===== src/rtl/gpio_route_pkg.sv =====
package gpio_route_pkg;
  typedef enum logic [2:0] {
    ADDR_DATA    = 3'd0,
    ADDR_PINS    = 3'd1,
    ADDR_DIR     = 3'd2,
    ADDR_DRIVE   = 3'd3,
    ADDR_PULLEN  = 3'd4,
    ADDR_PULLSEL = 3'd5,
    ADDR_RSVD    = 3'd6,
    ADDR_ROUTE   = 3'd7
  } reg_addr_e;
endpackage


===== src/rtl/gpio_pin_sync.sv =====
module gpio_pin_sync #(
  parameter int WIDTH  = 8,
  parameter int STAGES = 2
) (
  input  logic             clk,
  input  logic             rst,
  input  logic [WIDTH-1:0] pin_async,
  output logic [WIDTH-1:0] pin_sync
);
  logic [WIDTH-1:0] stage_q [STAGES];

  always_ff @(posedge clk) begin
    if (rst) stage_q[0] <= '0;
    else     stage_q[0] <= pin_async;
  end

  for (genvar s = 1; s < STAGES; s++) begin : g_stage
    always_ff @(posedge clk) begin
      if (rst) stage_q[s] <= '0;
      else     stage_q[s] <= stage_q[s-1];
    end
  end

  assign pin_sync = stage_q[STAGES-1];
endmodule


===== src/rtl/gpio_route_regs.sv =====
module gpio_route_regs
  import gpio_route_pkg::*;
#(
  parameter int WIDTH   = 8,
  parameter int ROUTE_W = 5
) (
  input  logic               clk,
  input  logic               rst,
  input  logic [2:0]         bus_addr,
  input  logic               bus_we,
  input  logic [WIDTH-1:0]   bus_wdata,
  output logic [WIDTH-1:0]   bus_rdata,
  input  logic [WIDTH-1:0]   pin_sync,
  output logic [WIDTH-1:0]   data_q,
  output logic [WIDTH-1:0]   dir_q,
  output logic [WIDTH-1:0]   drv_q,
  output logic [WIDTH-1:0]   pen_q,
  output logic [WIDTH-1:0]   pps_q,
  output logic [ROUTE_W-1:0] route_q
);
  localparam int PAD_W = WIDTH - ROUTE_W;

  reg_addr_e sel;
  assign sel = reg_addr_e'(bus_addr);

  always_ff @(posedge clk) begin
    if (rst) begin
      data_q  <= '0;
      dir_q   <= '0;
      drv_q   <= '0;
      pen_q   <= '0;
      pps_q   <= '0;
      route_q <= '0;
    end else if (bus_we) begin
      case (sel)
        ADDR_DATA:    data_q  <= bus_wdata;
        ADDR_DIR:     dir_q   <= bus_wdata;
        ADDR_DRIVE:   drv_q   <= bus_wdata;
        ADDR_PULLEN:  pen_q   <= bus_wdata;
        ADDR_PULLSEL: pps_q   <= bus_wdata;
        ADDR_ROUTE:   route_q <= bus_wdata[ROUTE_W-1:0];
        default: ;
      endcase
    end
  end

  always_comb begin
    case (sel)
      ADDR_DATA:    bus_rdata = (dir_q & data_q) | (~dir_q & pin_sync);
      ADDR_PINS:    bus_rdata = pin_sync;
      ADDR_DIR:     bus_rdata = dir_q;
      ADDR_DRIVE:   bus_rdata = drv_q;
      ADDR_PULLEN:  bus_rdata = pen_q;
      ADDR_PULLSEL: bus_rdata = pps_q;
      ADDR_ROUTE:   bus_rdata = {{PAD_W{1'b0}}, route_q};
      default:      bus_rdata = '0;
    endcase
  end
endmodule


===== src/rtl/gpio_pad_ctrl.sv =====
module gpio_pad_ctrl #(
  parameter int WIDTH   = 8,
  parameter int ROUTE_W = 5
) (
  input  logic               clk,
  input  logic               rst,
  input  logic [WIDTH-1:0]   data_q,
  input  logic [WIDTH-1:0]   dir_q,
  input  logic [WIDTH-1:0]   drv_q,
  input  logic [WIDTH-1:0]   pen_q,
  input  logic [WIDTH-1:0]   pps_q,
  input  logic [ROUTE_W-1:0] route_q,
  input  logic [WIDTH-1:0]   tmr_oe,
  input  logic [WIDTH-1:0]   tmr_out,
  input  logic [ROUTE_W-1:0] pwm_oe,
  input  logic [ROUTE_W-1:0] pwm_out,
  output logic [WIDTH-1:0]   pad_oe,
  output logic [WIDTH-1:0]   pad_out,
  output logic [WIDTH-1:0]   pad_pull_en,
  output logic [WIDTH-1:0]   pad_pull_dn,
  output logic [WIDTH-1:0]   pad_rdrv
);
  logic [WIDTH-1:0] per_oe, per_val, oe_d, out_d, pe_d;

  for (genvar i = 0; i < WIDTH; i++) begin : g_pin
    if (i < ROUTE_W) begin : g_routed
      assign per_oe[i]  = route_q[i] ? pwm_oe[i]  : tmr_oe[i];
      assign per_val[i] = route_q[i] ? pwm_out[i] : tmr_out[i];
    end else begin : g_timer_only
      assign per_oe[i]  = tmr_oe[i];
      assign per_val[i] = tmr_out[i];
    end
    assign oe_d[i]  = per_oe[i] | dir_q[i];
    assign out_d[i] = per_oe[i] ? per_val[i] : data_q[i];
    assign pe_d[i]  = pen_q[i] & ~oe_d[i];
  end

  always_ff @(posedge clk) begin
    if (rst) begin
      pad_oe      <= '0;
      pad_out     <= '0;
      pad_pull_en <= '0;
      pad_pull_dn <= '0;
      pad_rdrv    <= '0;
    end else begin
      pad_oe      <= oe_d;
      pad_out     <= out_d;
      pad_pull_en <= pe_d;
      pad_pull_dn <= pps_q;
      pad_rdrv    <= drv_q;
    end
  end
endmodule


===== src/rtl/gpio_route_port.sv =====
module gpio_route_port #(
  parameter int WIDTH       = 8,
  parameter int ROUTE_W     = 5,
  parameter int SYNC_STAGES = 2
) (
  input  logic               clk,
  input  logic               rst,
  input  logic [2:0]         bus_addr,
  input  logic               bus_we,
  input  logic [WIDTH-1:0]   bus_wdata,
  output logic [WIDTH-1:0]   bus_rdata,
  input  logic [WIDTH-1:0]   pin_in,
  input  logic [WIDTH-1:0]   tmr_oe,
  input  logic [WIDTH-1:0]   tmr_out,
  input  logic [ROUTE_W-1:0] pwm_oe,
  input  logic [ROUTE_W-1:0] pwm_out,
  output logic [WIDTH-1:0]   tmr_cap,
  output logic [WIDTH-1:0]   pad_oe,
  output logic [WIDTH-1:0]   pad_out,
  output logic [WIDTH-1:0]   pad_pull_en,
  output logic [WIDTH-1:0]   pad_pull_dn,
  output logic [WIDTH-1:0]   pad_rdrv
);
  logic [WIDTH-1:0]   pin_sync, data_q, dir_q, drv_q, pen_q, pps_q;
  logic [ROUTE_W-1:0] route_q;

  gpio_pin_sync #(.WIDTH(WIDTH), .STAGES(SYNC_STAGES)) u_sync (
    .clk(clk), .rst(rst), .pin_async(pin_in), .pin_sync(pin_sync)
  );

  gpio_route_regs #(.WIDTH(WIDTH), .ROUTE_W(ROUTE_W)) u_regs (
    .clk(clk), .rst(rst), .bus_addr(bus_addr), .bus_we(bus_we),
    .bus_wdata(bus_wdata), .bus_rdata(bus_rdata), .pin_sync(pin_sync),
    .data_q(data_q), .dir_q(dir_q), .drv_q(drv_q), .pen_q(pen_q),
    .pps_q(pps_q), .route_q(route_q)
  );

  gpio_pad_ctrl #(.WIDTH(WIDTH), .ROUTE_W(ROUTE_W)) u_pad (
    .clk(clk), .rst(rst), .data_q(data_q), .dir_q(dir_q), .drv_q(drv_q),
    .pen_q(pen_q), .pps_q(pps_q), .route_q(route_q),
    .tmr_oe(tmr_oe), .tmr_out(tmr_out), .pwm_oe(pwm_oe), .pwm_out(pwm_out),
    .pad_oe(pad_oe), .pad_out(pad_out), .pad_pull_en(pad_pull_en),
    .pad_pull_dn(pad_pull_dn), .pad_rdrv(pad_rdrv)
  );

  assign tmr_cap = pin_sync;
endmodule


===== config.mk =====
export PLATFORM = sky130hd
export DESIGN_NAME = gpio_route_port
export DESIGN_NICKNAME = d
export VERILOG_FILES = /design/src/rtl/gpio_route_pkg.sv /design/src/rtl/gpio_pin_sync.sv /design/src/rtl/gpio_route_regs.sv /design/src/rtl/gpio_pad_ctrl.sv /design/src/rtl/gpio_route_port.sv
export SDC_FILE = /design/constraint.sdc
export NUM_CORES = 1
export LEC_CHECK = 0
export BUFFER_PORTS_ARGS = -buffer_cell sky130_fd_sc_hd__buf_2
export CAP_MARGIN = 10
export CORE_MARGIN = 4
export CORE_UTILIZATION = 25
export DETAILED_ROUTE_END_ITERATION = 6
export PLACE_DENSITY = 0.42
export SYNTH_ARGS = -nofsm -noshare
export SYNTH_HDL_FRONTEND = slang
export SYNTH_HIERARCHICAL = 1
export SYNTH_SLANG_ARGS = --single-unit

===== constraint.sdc =====
create_clock -name clk -period 2.6 [get_ports clk]
set_input_delay 0.39 -clock clk [delete_from_list [all_inputs] [get_ports clk]]
set_output_delay 0.39 -clock clk [all_outputs]
set_load 0.03 [all_outputs]

Word level (Yosys, flattened, before mapping)
Memories as Yosys holds them, arrays and structs flattened.
Cells that the tools add are included.
- flip-flop bits (word level): 85
- memory bits (writable): 16
- memories: 1
- memory list (name ; depth ; bits a word ; read ports ; clocked after Yosys merged registers in ; write ports ; RTL line ; RTL):
    u_sync.stage_q ; 2 ; 8 ; 2 ; 0 ; 2 ; gpio_pin_sync.sv:10 ; logic [WIDTH-1:0] stage_q [STAGES];
- equal/unequal tests: 6
- mux-type cells: 24
- bitwise operators: 30
- reductions and logical operators: 7
- operator list (cell ; count):
    8-bit one-hot mux with 7 select lines ; 1
    1-bit two-way mux ; 21
    8-bit bitwise AND ; 2
    8-bit two-way mux ; 2
    2-bit AND reduction ; 6
    1-bit bitwise OR ; 10
    3-bit == test, second input constant ; 3
    1-bit bitwise AND ; 8
    1-bit inverter ; 8
    8-bit inverter ; 1
    8-bit bitwise OR ; 1
    3-bit by 2-bit == test with 1-bit output, second input constant ; 2
    3-bit by 1-bit == test with 1-bit output, second input constant ; 1
    3-bit logical NOT ; 1

Depth between registers and ports, before layout
- word-level depth: 4
- mapped depth: 5

Cells and area by module
The synthesis kept the hierarchy.
- by module, submodules not included (module ; instances ; cells an instance ; area an instance (um^2) ; seq. area each (um^2)):
    gpio_route_regs ; 1 ; 255 ; 2223.4 ; 900.9
    gpio_pad_ctrl ; 1 ; 115 ; 1447.6 ; 800.8
    gpio_pin_sync ; 1 ; 33 ; 464.2 ; 320.3

Least setup slack after synthesis
Ideal clock, no wire load.
- kind: input to output
- start point: in bus_addr[1]
- end point: out bus_rdata[2]
- arrival time: 1.497 ns
- required time: 2.210 ns
- setup slack: 0.713 ns
- cell stages on the path: 3
- cells stage by stage: buf_2 > or3_1 > o221ai_1
- longest elaborated chain between the ends: 2
- elaborated cells between the ends (all ways): 8
- those cells by class: eq/ne: 6; mux: 1; reduce/logical: 1
- RTL lines (what ; RTL line ; RTL):
    start: declaration ; gpio_route_port.sv:8 ; input logic [2:0] bus_addr,
    3-bit == test, or another cell as far along ; gpio_route_regs.sv:48 ; case (sel)
    8-bit one-hot mux with 7 select lines (*) ; gpio_route_regs.sv:48 ;
    end: declaration ; gpio_route_port.sv:11 ; output logic [WIDTH-1:0] bus_rdata,
Every way passes the cells marked *; elsewhere a longest branch is shown, timed or not.

Worst setup path after layout
Same ends and word-level chain as after synthesis.

==> metrics.yaml <==
status: "finished clean"
crit_type: "input port to output port"
n_fill_cell: 1694
fin_util: 0.320
fin_crit_ns: 2.27
hold_violations: 0
cts.sinks: 101
antenna_cells: 0
finClkSkew_ns: 0.00257
drt_iter0_drc: 154
powerDensity_nw_per_um2: 644
post-cts-setup-buffer-count: 0
htreeDepth: 3
yosysTopAreaCellShare: 0.489
ys.flop_type: "dfxtp_1"
ant_nets: 0
grt_overflow: 0
cts.repair.resized: 0
initial_core_util: 0.258
holdBufCountCts: 0
drc_errors: 0
insertion_delay_ns: 0.35
rsz0062_at_grt: "no"
cts_root_buffer: "clkbuf_16"
ios: 104
tightest_slew_ns: 0.712
syn_inst: 403
grt_pass1_wl_mm: 17.4
yosysWarningCount: 6
drtPass1Iterations: 4
gp_congestion: 0.735
worst_setup_path_start_kind: "input port"
synthToLayoutAreaGrowth_pct: 24.1
grt_use_total: 0.123
synth_edf_count: 0
drv_cap: 0
setup_viol: 0
crit_path_end_kind: "output port"
period_share: 0.873
hp-class: "input port to flip-flop"
setup_tns_ns: 0
synth_nets: 451
antenna_found_initial: 0
cts.path.max_buffers: 2
wl_per_cell_um: 15.6
grt_max_degree: 50
via_per_inst: 4.34
cp_max_fo: 24
synth_area_leader_cell: "dfxtp_1"
drive_above_1_share: 0.329
vias: 3126
ys_async_sr_fraction: 0
place_hpwl_mm: 7.96
core_um2: 16100
synth_seq_cells: 101
cts_tree: "yes"
synth-seq-area-share: 0.489
synthesis.area_um2: 4140
vdd_drop_max_v: 0.000276
cts_buffers: 9
arrival_ns: 1.88
cp.required_ns: 2.21
wirelength_mm: 11.2
avgSynthCellArea_um2: 10.3
path_clk_slew_ns: 0.07
final_nets: 547
die_h_um: 137
max_freq_mhz: 441
synth_cell_types: 44
synth_common_cells: "dfxtp_1 (101), nand2_1 (51), mux2i_1 (48)"
maxSlewViolCount: 0
port_buffers: 103
p_leak_nw: 2.16
netlist_top_cells_area: "dfxtp_1 (49%), mux2i_1 (12%), nand2_1 (4.6%)"
die_x_um: 137
fp-row-count: 46
slew-limit-headroom: 0.523
p_total_w: 0.00330
die_area_um2: 18700
yosysMostFrequentCell: "dfxtp_1"
grt_pass1_vias: 3185
metrics by stage:
step                setup slack, ns  hold WS (ns)  cell area (µm²)  instances
finish                        0.330         0.239             5130        720
global route                  0.249         0.222             5130        720
CTS                           0.341         0.227             5130        720
detailed placement            0.340         0.425             4840        704
global placement              0.374         0.419             4840        704
floorplan                     0.713         0.414             4140        403
path summary, 6_finish.rpt:
path	from	end	slack [ns]	cells past startpoint
max	bus_addr[1]	bus_rdata[2]	0.33	5
min	tmr_oe[5]	u_pad/pad_pull_en[5]	0.24	2
max reg2reg	u_regs/route_q[1]	u_pad/pad_oe[1]	1.53	2
min reg2reg	u_sync/stage_q[0][4]	u_sync/stage_q[1][4]	0.44	1
worst max-delay path, stage by stage:
cell and delay (ns):
buf_2 0.39, mux2_2 0.39, a221oi_1 0.25, o221ai_1 0.22, buf_2 0.23
kinds of logic after synthesis:
family,count (synthesis),share of synthesized area
flip-flops,101,0.489
AND/OR/NAND/NOR,165,0.238
AO/OA/AOI/OAI,54,0.0896
buffers and inverters,27,0.0411
multiplexers,56,0.143
area by class of cell:
type | count | area [µm²] | share of cell area
well taps | 216 | 270 | 0.0527
flip-flops and latches | 101 | 2020 | 0.394
repair buffers | 109 | 576 | 0.112
multi-input cells | 275 | 1960 | 0.382
inverters | 3 | 11.3 | 0.00219
clock inverters | 3 | 43.8 | 0.00853
clock buffers | 13 | 250 | 0.0488
layer usage:
layer / global-route usage / vias to the layer above / part of all wire
li1: - / 1576 / -
met1: 0.165 / 1453 / 0.48
met2: 0.191 / 86 / 0.44
met3: 0.0401 / 11 / 0.061
met4: 0.0336 / 0 / 0.011
met5: 0 / - / 0
state kept, by name, indices dropped and copies added (netlist names), 8 cells and up:
name	cells
u_pad/pad_rdrv	8
u_pad/pad_pull_en	8
u_regs/pps_q	8
u_regs/pen_q	8
u_pad/pad_pull_dn	8
u_regs/dir_q	8
u_pad/pad_oe	8
u_regs/drv_q	8
u_regs/data_q	8
u_pad/pad_out	8
u_sync/stage_q	16
cell usage in the layout (no fill, tap or decap), types with 4 or more instances in the layout:
cell / instances
nand2_1: 51
o22ai_1: 6
buf_4: 6
or2_2: 5
nand2b_1: 10
dfxtp_1: 101
buf_2: 102
o21ba_2: 5
a221oi_1: 4
nor2b_2: 7
clkbuf_16: 9
nor2b_1: 24
mux2i_1: 48
mux2_4: 5
and2b_2: 6
nor2_1: 37
a21oi_1: 26
where the power goes:
part	internal (W)	switching (W)
registers	0.00159	0.0000259
logic	0.000132	0.000198
clock network	0.000776	0.000581
total	0.00250	0.000805
Power figures use the tool's default switching activity.
